--- src/rtl/cpu_slot_regs.sv ---
module cpu_slot_regs #(
  parameter int NUM_SLOTS = 8
) (
  input  logic                    clk,
  input  logic                    por_n,
  input  logic                    rst_n,
  input  logic                    bus_wr,
  input  logic                    bus_rd,
  input  logic [3:0]              bus_addr,
  input  logic                    bus_dword,
  input  logic [31:0]             bus_wdata,
  output logic [31:0]             bus_rdata,
  input  logic [NUM_SLOTS-1:0]    slot_enabled,
  input  logic [NUM_SLOTS-1:0]    ins_req,
  input  logic [NUM_SLOTS-1:0]    rem_req,
  input  logic [NUM_SLOTS*64-1:0] slot_id,
  output logic                    ost_pulse,
  output logic [31:0]             ost_event,
  output logic [31:0]             ost_status
);
  localparam int ID_W  = 64;
  localparam int IDX_W = (NUM_SLOTS > 1) ? $clog2(NUM_SLOTS) : 1;
  localparam logic [7:0] CMD_SCAN = 8'd0;
  localparam logic [7:0] CMD_EVT  = 8'd1;
  localparam logic [7:0] CMD_STS  = 8'd2;
  localparam logic [7:0] CMD_ID   = 8'd3;

  logic [31:0]          sel_q;
  logic [7:0]           cmd_q;
  logic [NUM_SLOTS-1:0] ins_q, rem_q;
  logic [IDX_W-1:0]     hit_idx;
  logic                 hit;
  logic [31:0]          rd_mux;

  wire                   sel_ok   = sel_q < 32'(NUM_SLOTS);
  wire [IDX_W-1:0]       idx      = sel_q[IDX_W-1:0];
  wire [ID_W-1:0]        cur_id   = slot_id[idx*ID_W +: ID_W];
  wire [NUM_SLOTS-1:0]   sel_1hot = NUM_SLOTS'(1) << idx;

  wire a_sel  = bus_dword  && bus_addr == 4'h0;
  wire a_ctl  = !bus_dword && bus_addr == 4'h4;
  wire a_cmd  = !bus_dword && bus_addr == 4'h5;
  wire a_data = bus_dword  && bus_addr == 4'h8;

  wire wr_ok    = bus_wr && sel_ok;
  wire do_scan  = wr_ok && a_cmd && bus_wdata[7:0] == CMD_SCAN;
  wire do_evt   = wr_ok && a_data && cmd_q == CMD_EVT;
  wire do_sts   = wr_ok && a_data && cmd_q == CMD_STS;

  wire [NUM_SLOTS-1:0] clr_ins = (wr_ok && a_ctl && bus_wdata[1]) ? sel_1hot : '0;
  wire [NUM_SLOTS-1:0] clr_rem = (wr_ok && a_ctl && bus_wdata[2]) ? sel_1hot : '0;

  always_comb begin
    hit     = 1'b0;
    hit_idx = '0;
    for (int i = NUM_SLOTS - 1; i >= 0; i--) begin
      if (ins_q[i] || rem_q[i]) begin
        hit     = 1'b1;
        hit_idx = IDX_W'(i);
      end
    end
  end

  always_ff @(posedge clk or negedge por_n) begin
    if (!por_n)                sel_q <= '0;
    else if (bus_wr && a_sel)  sel_q <= bus_wdata;
    else if (do_scan && hit)   sel_q <= 32'(hit_idx);
  end

  always_ff @(posedge clk or negedge rst_n) begin
    if (!rst_n) begin
      cmd_q <= CMD_SCAN;
      ins_q <= '0;
      rem_q <= '0;
    end else begin
      if (wr_ok && a_cmd) cmd_q <= bus_wdata[7:0];
      ins_q <= (ins_q & ~clr_ins) | ins_req;
      rem_q <= (rem_q & ~clr_rem) | rem_req;
    end
  end

  always_ff @(posedge clk or negedge rst_n) begin
    if (!rst_n) begin
      ost_event  <= '0;
      ost_status <= '0;
      ost_pulse  <= 1'b0;
    end else begin
      if (do_evt) ost_event <= bus_wdata;
      if (do_sts) ost_status <= bus_wdata;
      ost_pulse <= do_sts;
    end
  end

  always_comb begin
    rd_mux = '0;
    if (a_sel && cmd_q == CMD_ID)
      rd_mux = cur_id[63:32];
    else if (a_ctl)
      rd_mux = {29'd0, rem_q[idx], ins_q[idx], slot_enabled[idx]};
    else if (a_data && cmd_q == CMD_SCAN)
      rd_mux = sel_q;
    else if (a_data && cmd_q == CMD_ID)
      rd_mux = cur_id[31:0];
  end

  always_ff @(posedge clk or negedge rst_n) begin
    if (!rst_n)                bus_rdata <= '0;
    else if (bus_rd && sel_ok) bus_rdata <= rd_mux;
    else                       bus_rdata <= '0;
  end

  assert_bad_sel_reads_zero_R2: assert property (@(posedge clk) disable iff (!rst_n)
    (bus_rd && !sel_ok) |=> bus_rdata == 32'd0);

  assert_bad_sel_holds_state_R2: assert property (@(posedge clk) disable iff (!rst_n)
    !sel_ok |=> ($stable(cmd_q) && $stable(ost_event) && $stable(ost_status)));

  assert_scan_miss_keeps_sel_R6: assert property (@(posedge clk) disable iff (!rst_n || !por_n)
    (do_scan && (ins_q | rem_q) == '0) |=> $stable(sel_q));

  assert_scan_hit_valid_R6: assert property (@(posedge clk) disable iff (!rst_n || !por_n)
    (do_scan && (ins_q | rem_q) != '0) |=> (sel_q < 32'(NUM_SLOTS)));

  assert_pulse_after_store_R9: assert property (@(posedge clk) disable iff (!rst_n)
    ost_pulse |-> $past(bus_wr && bus_dword && bus_addr == 4'h8 && cmd_q == CMD_STS));

  assert_idle_rdata_zero_R11: assert property (@(posedge clk) disable iff (!rst_n)
    !bus_rd |=> bus_rdata == 32'd0);

  for (genvar g = 0; g < NUM_SLOTS; g++) begin : g_flag_chk
    assert_ins_set_wins_R10: assert property (@(posedge clk) disable iff (!rst_n)
      ins_req[g] |=> ins_q[g]);
    assert_rem_set_wins_R10: assert property (@(posedge clk) disable iff (!rst_n)
      rem_req[g] |=> rem_q[g]);
  end
endmodule

--- config.mk ---
export PLATFORM = sky130hd
export DESIGN_NAME = cpu_slot_regs
export DESIGN_NICKNAME = d
export VERILOG_FILES = /design/src/rtl/cpu_slot_regs.sv
export SDC_FILE = /design/constraint.sdc
export NUM_CORES = 1
export LEC_CHECK = 0
export BUFFER_PORTS_ARGS = -buffer_cell sky130_fd_sc_hd__buf_4
export CAP_MARGIN = 20
export CELL_PAD_IN_SITES_DETAIL_PLACEMENT = 1
export CELL_PAD_IN_SITES_GLOBAL_PLACEMENT = 2
export CORE_AREA = 2 2 262 264
export CTS_BUF_LIST = sky130_fd_sc_hd__clkbuf_4 sky130_fd_sc_hd__clkbuf_8
export DETAILED_ROUTE_END_ITERATION = 10
export DIE_AREA = 0 0 264 266
export PLACE_DENSITY_LB_ADDON = 0.05
export SLEW_MARGIN = 20
export SYNTH_ARGS = -nofsm -noshare
export SYNTH_HDL_FRONTEND = slang
export SYNTH_SLANG_ARGS = --single-unit
--- constraint.sdc ---
create_clock -name clk -period 3.5 [get_ports clk]
set_clock_uncertainty 0.05 [all_clocks]
set_input_delay 0.7 -clock clk [delete_from_list [all_inputs] [get_ports clk]]
set_output_delay 0.7 -clock clk [all_outputs]
set_load 0.02 [all_outputs]
-- Yosys cells after proc, flatten, opt, wreduce, memory -nomap -nowiden
Cells that the tools add are included.
Widths: inputs -> output; s select.
- flip-flop bits (word level): 153
- ROM bits: 0
- memories: 0
- RAM bits: 0
- input port bits: 578
- bits in latches: 0
- word-level logic and storage cells: 87
- shifts and indexed selects: 2
- divide/modulo/power cells: 0
- magnitude comparators: 2
- muxes and demuxes: 31
- eq/ne operators: 6
- multiply operators: 0
- reduce and logical (&&, ||, !) cells: 32
- $add $sub $neg: 0
- bitwise operators: 6
- operator list (cell ; number):
    $shiftx 512x10->64 ; 1
    $mux 32 ; 7
    $lt 32x4->1 const B ; 1
    $mux 3 ; 8
    $logic_and 1x1->1 ; 19
    $and 8x8->8 ; 2
    $eq 8x2->1 const B ; 2
    $logic_not 8->1 ; 2
    $mux 8 ; 2
    $not 8->8 ; 2
    $or 8x8->8 ; 2
    $mux 1 ; 11
    $bmux 1 s3 ; 3
    $eq 4x3->1 const B ; 2
    $eq 8x1->1 const B ; 1
    $logic_or 1x1->1 ; 8
    $shl 1x3->8 const A ; 1
    $eq 4x4->1 const B ; 1
    $logic_not 4->1 ; 1
    $lt 3x4->1 const B ; 1
    $reduce_bool 2->1 ; 1
    $logic_not 1->1 ; 1

-- Depth between registers and ports, before layout
- word-level depth: 12
- gate-level depth with buffers: 7

-- Worst setup path before layout
No wires, ideal clock.
- path kind: input to register
- from: input port bus_addr[2]
- to: register ost_event[10]
- slack: 1.039 ns
- buffers on the path: 1
- arrival: 2.286 ns
- stages: 6
- library setup time: 0.125 ns
- cells stage by stage: nor4b_2 -> nand4_2 -> nor4_4 -> nand3b_4 -> buf_6 -> mux2_4
- longest elaborated chain between the ends: 4
- ends and longest elaborated chain (element ; line ; source):
    start: declaration ; 9 ; input logic [3:0] bus_addr,
    $eq 4x4->1 ; 43 ; wire a_data = bus_dword && bus_addr == 4'h8;
    $logic_and 1x1->1 ; 43 ;
    $logic_and 1x1->1 (2 in series) ; 47 ; wire do_evt = wr_ok && a_data && cmd_q == CMD_EVT;
    end signal: assignment ; 88 ; if (do_evt) ost_event <= bus_wdata;
    end: declaration ; 18 ; output logic [31:0] ost_event,
No other way between the ends.
A chain may end at the register's enable or synchronous reset.

-- Worst setup path after layout
- from: register sel_q[0]
- to: register bus_rdata[17]
- longest elaborated chain between the ends: 6
- elaborated cells on any way between the ends: 8
- classes of those cells: order compare (1); shift (1); mux (5); reduce/logical (1)
- ends and longest elaborated chain (element ; line ; source):
    start: declaration ; 28 ; logic [31:0] sel_q;
    start signal: assignment ; 66 ; else if (bus_wr && a_sel) sel_q <= bus_wdata;
    start signal: assignment ; 67 ; else if (do_scan && hit) sel_q <= 32'(hit_idx);
    $shiftx 512x10->64 ; 37 ; wire [ID_W-1:0] cur_id = slot_id[idx*ID_W +: ID_W];
    $mux 32 ; 102 ; else if (a_data && cmd_q == CMD_ID)
    $mux 32 ; 100 ; else if (a_data && cmd_q == CMD_SCAN)
    $mux 32 ; 98 ; else if (a_ctl)
    $mux 32 ; 96 ; if (a_sel && cmd_q == CMD_ID)
    $mux 32 * ; 108 ; else if (bus_rd && sel_ok) bus_rdata <= rd_mux;
    end signal: assignment ; 108 ;
    end: declaration ; 12 ; output logic [31:0] bus_rdata,
Mark *: on every way between the ends. The rest lies on a longest branch, timed or not.

==> flow_summary.yaml <==
synth:
  ys_ff_latch: 153
  synth_nets: 1278
  synthTopCellsByArea: "dfrtp_1, mux4_2, mux2_4"
  syn_area_per_cell_um2: 15.3
  syn_area_um2: 10700
  yosysUniqueCellTypes: 46
  yosysTopAreaCell: "dfrtp_1"
  synth_top_area_share_pct: 35.8
  yosysWarnings: 0
  postSynthCellCount: 700
  ys_seq_area_share_pct: 35.8
layout:
  final_cell_mix: "buf_4, dfrtp_1, mux4_2"
  mostFrequentLayoutCell: "buf_4"
  drive_gt1_share_pct: 75.1
  fin_area_um2: 17300
  final_nets: 1936
  area_growth_pct: 62.1
  n_fill_cell: 7562
  stdcell_count: 2269
worst_hold_path:
  holdCritPathClass: "in2async"
global_routing:
  grt_start_max_net_pins: 57
  grt_pass1_wl_um: 94400
  groute.usage.overall_pct: 19.6
  grt_pass1_vias: 11064
  overflow: 0
  antenna_found_initial: 22
route:
  drt-total-wl_um: 69800
  drt_first_pass_iters: 4
  drtAntennaViolNets: 0
  vias_per_cell: 4.32
  route.detailed.drc: 0
  vias: 9791
  drt_iter0_drc: 444
  wl_per_cell_um: 30.8
timing:
  relSlewSlack_pct: 52.9
  tightest_slew_ns: 0.697
  rsz0062_at_grt: "false"
  worst_slack_ns: 0.674
  drv_slew: 0
  finalHoldViolations: 0
  setup_tns_ns: 0
  timing.fmax_mhz: 354
  final.period_utilization_pct: 80.7
  finalCriticalPeriod_ns: 2.83
  setup-violations-final: 0
clock_network:
  post_cts_resized: 0
  ctsHoldBuffers: 0
  clockBufferDepth: 2
  cts.htree.levels: 4
  numCtsBuffers: 17
  cts_root_buf: "clkbuf_8"
  path_clk_slew_ns: 0.09
  cts_num_sinks: 153
  cts_setup_buffers: 0
  clk_latency_ns: 0.51
  cts_tree: "yes"
worst_setup_path:
  regToRegSetupSlack_ns: 0.67
  endpoint_kind: "flip-flop"
  arrival_ns: 3.15
  criticalPathCategory: "reg2reg"
  r2r_end: "bus_rdata[17]$_DFF_PN0_"
  cp-start-kind: "flip-flop"
  r2r_start: "sel_q[0]$_DFFE_PN0P_"
  reg2reg_depth: 6
  path_max_fanout: 27
  cp.required_ns: 3.82
floorplan:
  core_um2: 67700
  io_pins: 675
  die_h_um: 266
  initial_core_util_pct: 15.8
  rows: 96
  die_x_um: 264
  dieArea_um2: 70200
placed_design:
  dp_cells: 2221
  routabilityCongestion: 0.834
  hpwl_um: 59400
  io_buffers: 674
  placed_cell_area_um2: 16900
  post-place-ws_ns: 0.436
power_and_ir_drop:
  pwr-share-comb_pct: 41.7
  irDropWorstVdd_mv: 0.181
  p_int_w: 0.00395
  switching_share_pct: 35.5
  pwr-share-clk_pct: 24.3
  leakage_nw: 7.90
  pwr-share-seq_pct: 34.1
  power_w: 0.00613
  p_per_area_nw_per_um2: 354
  p_sw_w: 0.00218
run_status:
  status: "finished clean"
run:
  maxCapViolations: 0
[state kept, by name (all words and copies together), names as in the netlist]
register and cells:
bus_rdata 32, ost_status 32, ost_event 32, cmd_q 8, ins_q 8, sel_q 32, rem_q 8, ost_pulse 1
[routing by layer]
layer	share of wire (%)	wire, µm	up-vias	track usage [%]
li1	-	-	4265	-
met1	42	29000	5088	23.9
met2	50	34700	393	32.8
met3	7.2	5000	39	6.20
met4	1.5	1050	6	6.10
met5	0.049	34	-	0
[cell usage after synthesis (all sizes together)]
| library cell | n |
|---|---|
| nand3b | 3 |
| a211oi | 32 |
| a21o | 16 |
| o21ai | 2 |
| a221oi | 28 |
| mux2i | 35 |
| nor4 | 12 |
| nor2 | 16 |
| mux4 | 134 |
| clkbuf | 31 |
| o211a | 1 |
| nor2b | 7 |
| and2 | 2 |
| a222oi | 1 |
| nand2 | 5 |
| or4 | 3 |
| a21oi | 3 |
| nor3 | 5 |
| nand4b | 9 |
| nor3b | 2 |
| nand4 | 12 |
| nor4b | 3 |
| buf | 38 |
| mux2 | 131 |
| dfrtp | 153 |
| nand3 | 1 |
| a31oi | 1 |
| or3 | 1 |
| a2111oi | 7 |
| inv | 2 |
| o31ai | 1 |
| nand2b | 2 |
| o22ai | 1 |
[area by class of cell]
type | count | area [µm²] | share of cell area, %
well taps | 882 | 1100 | 6.37
clock buffers | 20 | 269 | 1.55
diodes | 16 | 40.0 | 0.231
inverters | 2 | 7.51 | 0.0433
flip-flops and latches | 153 | 3840 | 22.2
clock inverters | 12 | 140 | 0.808
repair buffers | 708 | 5420 | 31.3
multi-input cells | 476 | 6520 | 37.6
[worst max-delay path: stages, from the launching register on]
cell and delay (ns):
dfrtp_4 0.77, buf_12 0.31, buf_4 0.30, buf_4 0.21, mux4_2 0.52, mux2i_1 0.34, a211oi_1 0.13
[kinds of logic after synthesis]
kind of cell           after synthesis  share of synthesized area, %
buffers and inverters               71                          3.50
AOI/OAI and AO/OA                   93                          6.90
DFF                                153                          35.8
muxes                              300                          47.4
and+or+nand+nor                     83                          6.46
[power by group through the flow]
stage	sequential (W)	combinational [W]	clock, W
2_1_floorplan	0.00194	0.00146	0
3_3_place_gp	0.00213	0.00263	0
3_5_place_dp	0.00213	0.00262	0
4_1_cts	0.00210	0.00263	0.00158
5_1_grt	0.00211	0.00273	0.00163
6_report	0.00209	0.00255	0.00149
[worst max-delay path by stage]
stage | startpoint | endpoint | slack [ns] | depth (start not counted)
global placement | bus_addr[2] | ost_status[19]$_DFFE_PN0P_ | 0.45 | 7
global route | sel_q[0]$_DFFE_PN0P_ | bus_rdata[17]$_DFF_PN0_ | 0.44 | 6
finish | sel_q[0]$_DFFE_PN0P_ | bus_rdata[17]$_DFF_PN0_ | 0.67 | 6
floorplan | bus_addr[2] | ost_event[10]$_DFFE_PN0P_ | 1.04 | 6
CTS | sel_q[0]$_DFFE_PN0P_ | bus_rdata[17]$_DFF_PN0_ | 0.52 | 6
detailed placement | bus_addr[2] | ost_event[19]$_DFFE_PN0P_ | 0.44 | 7
[stage by stage]
stage	hold WS, ns	util (%)
2_1_floorplan	0.354	-
5_1_grt	0.0576	25.6
3_5_place_dp	0.448	24.9
4_1_cts	0.0366	25.5
6_report	0.0545	25.6
3_3_place_gp	0.444	24.9
No activity file was read; power rests on OpenSTA's default activity.
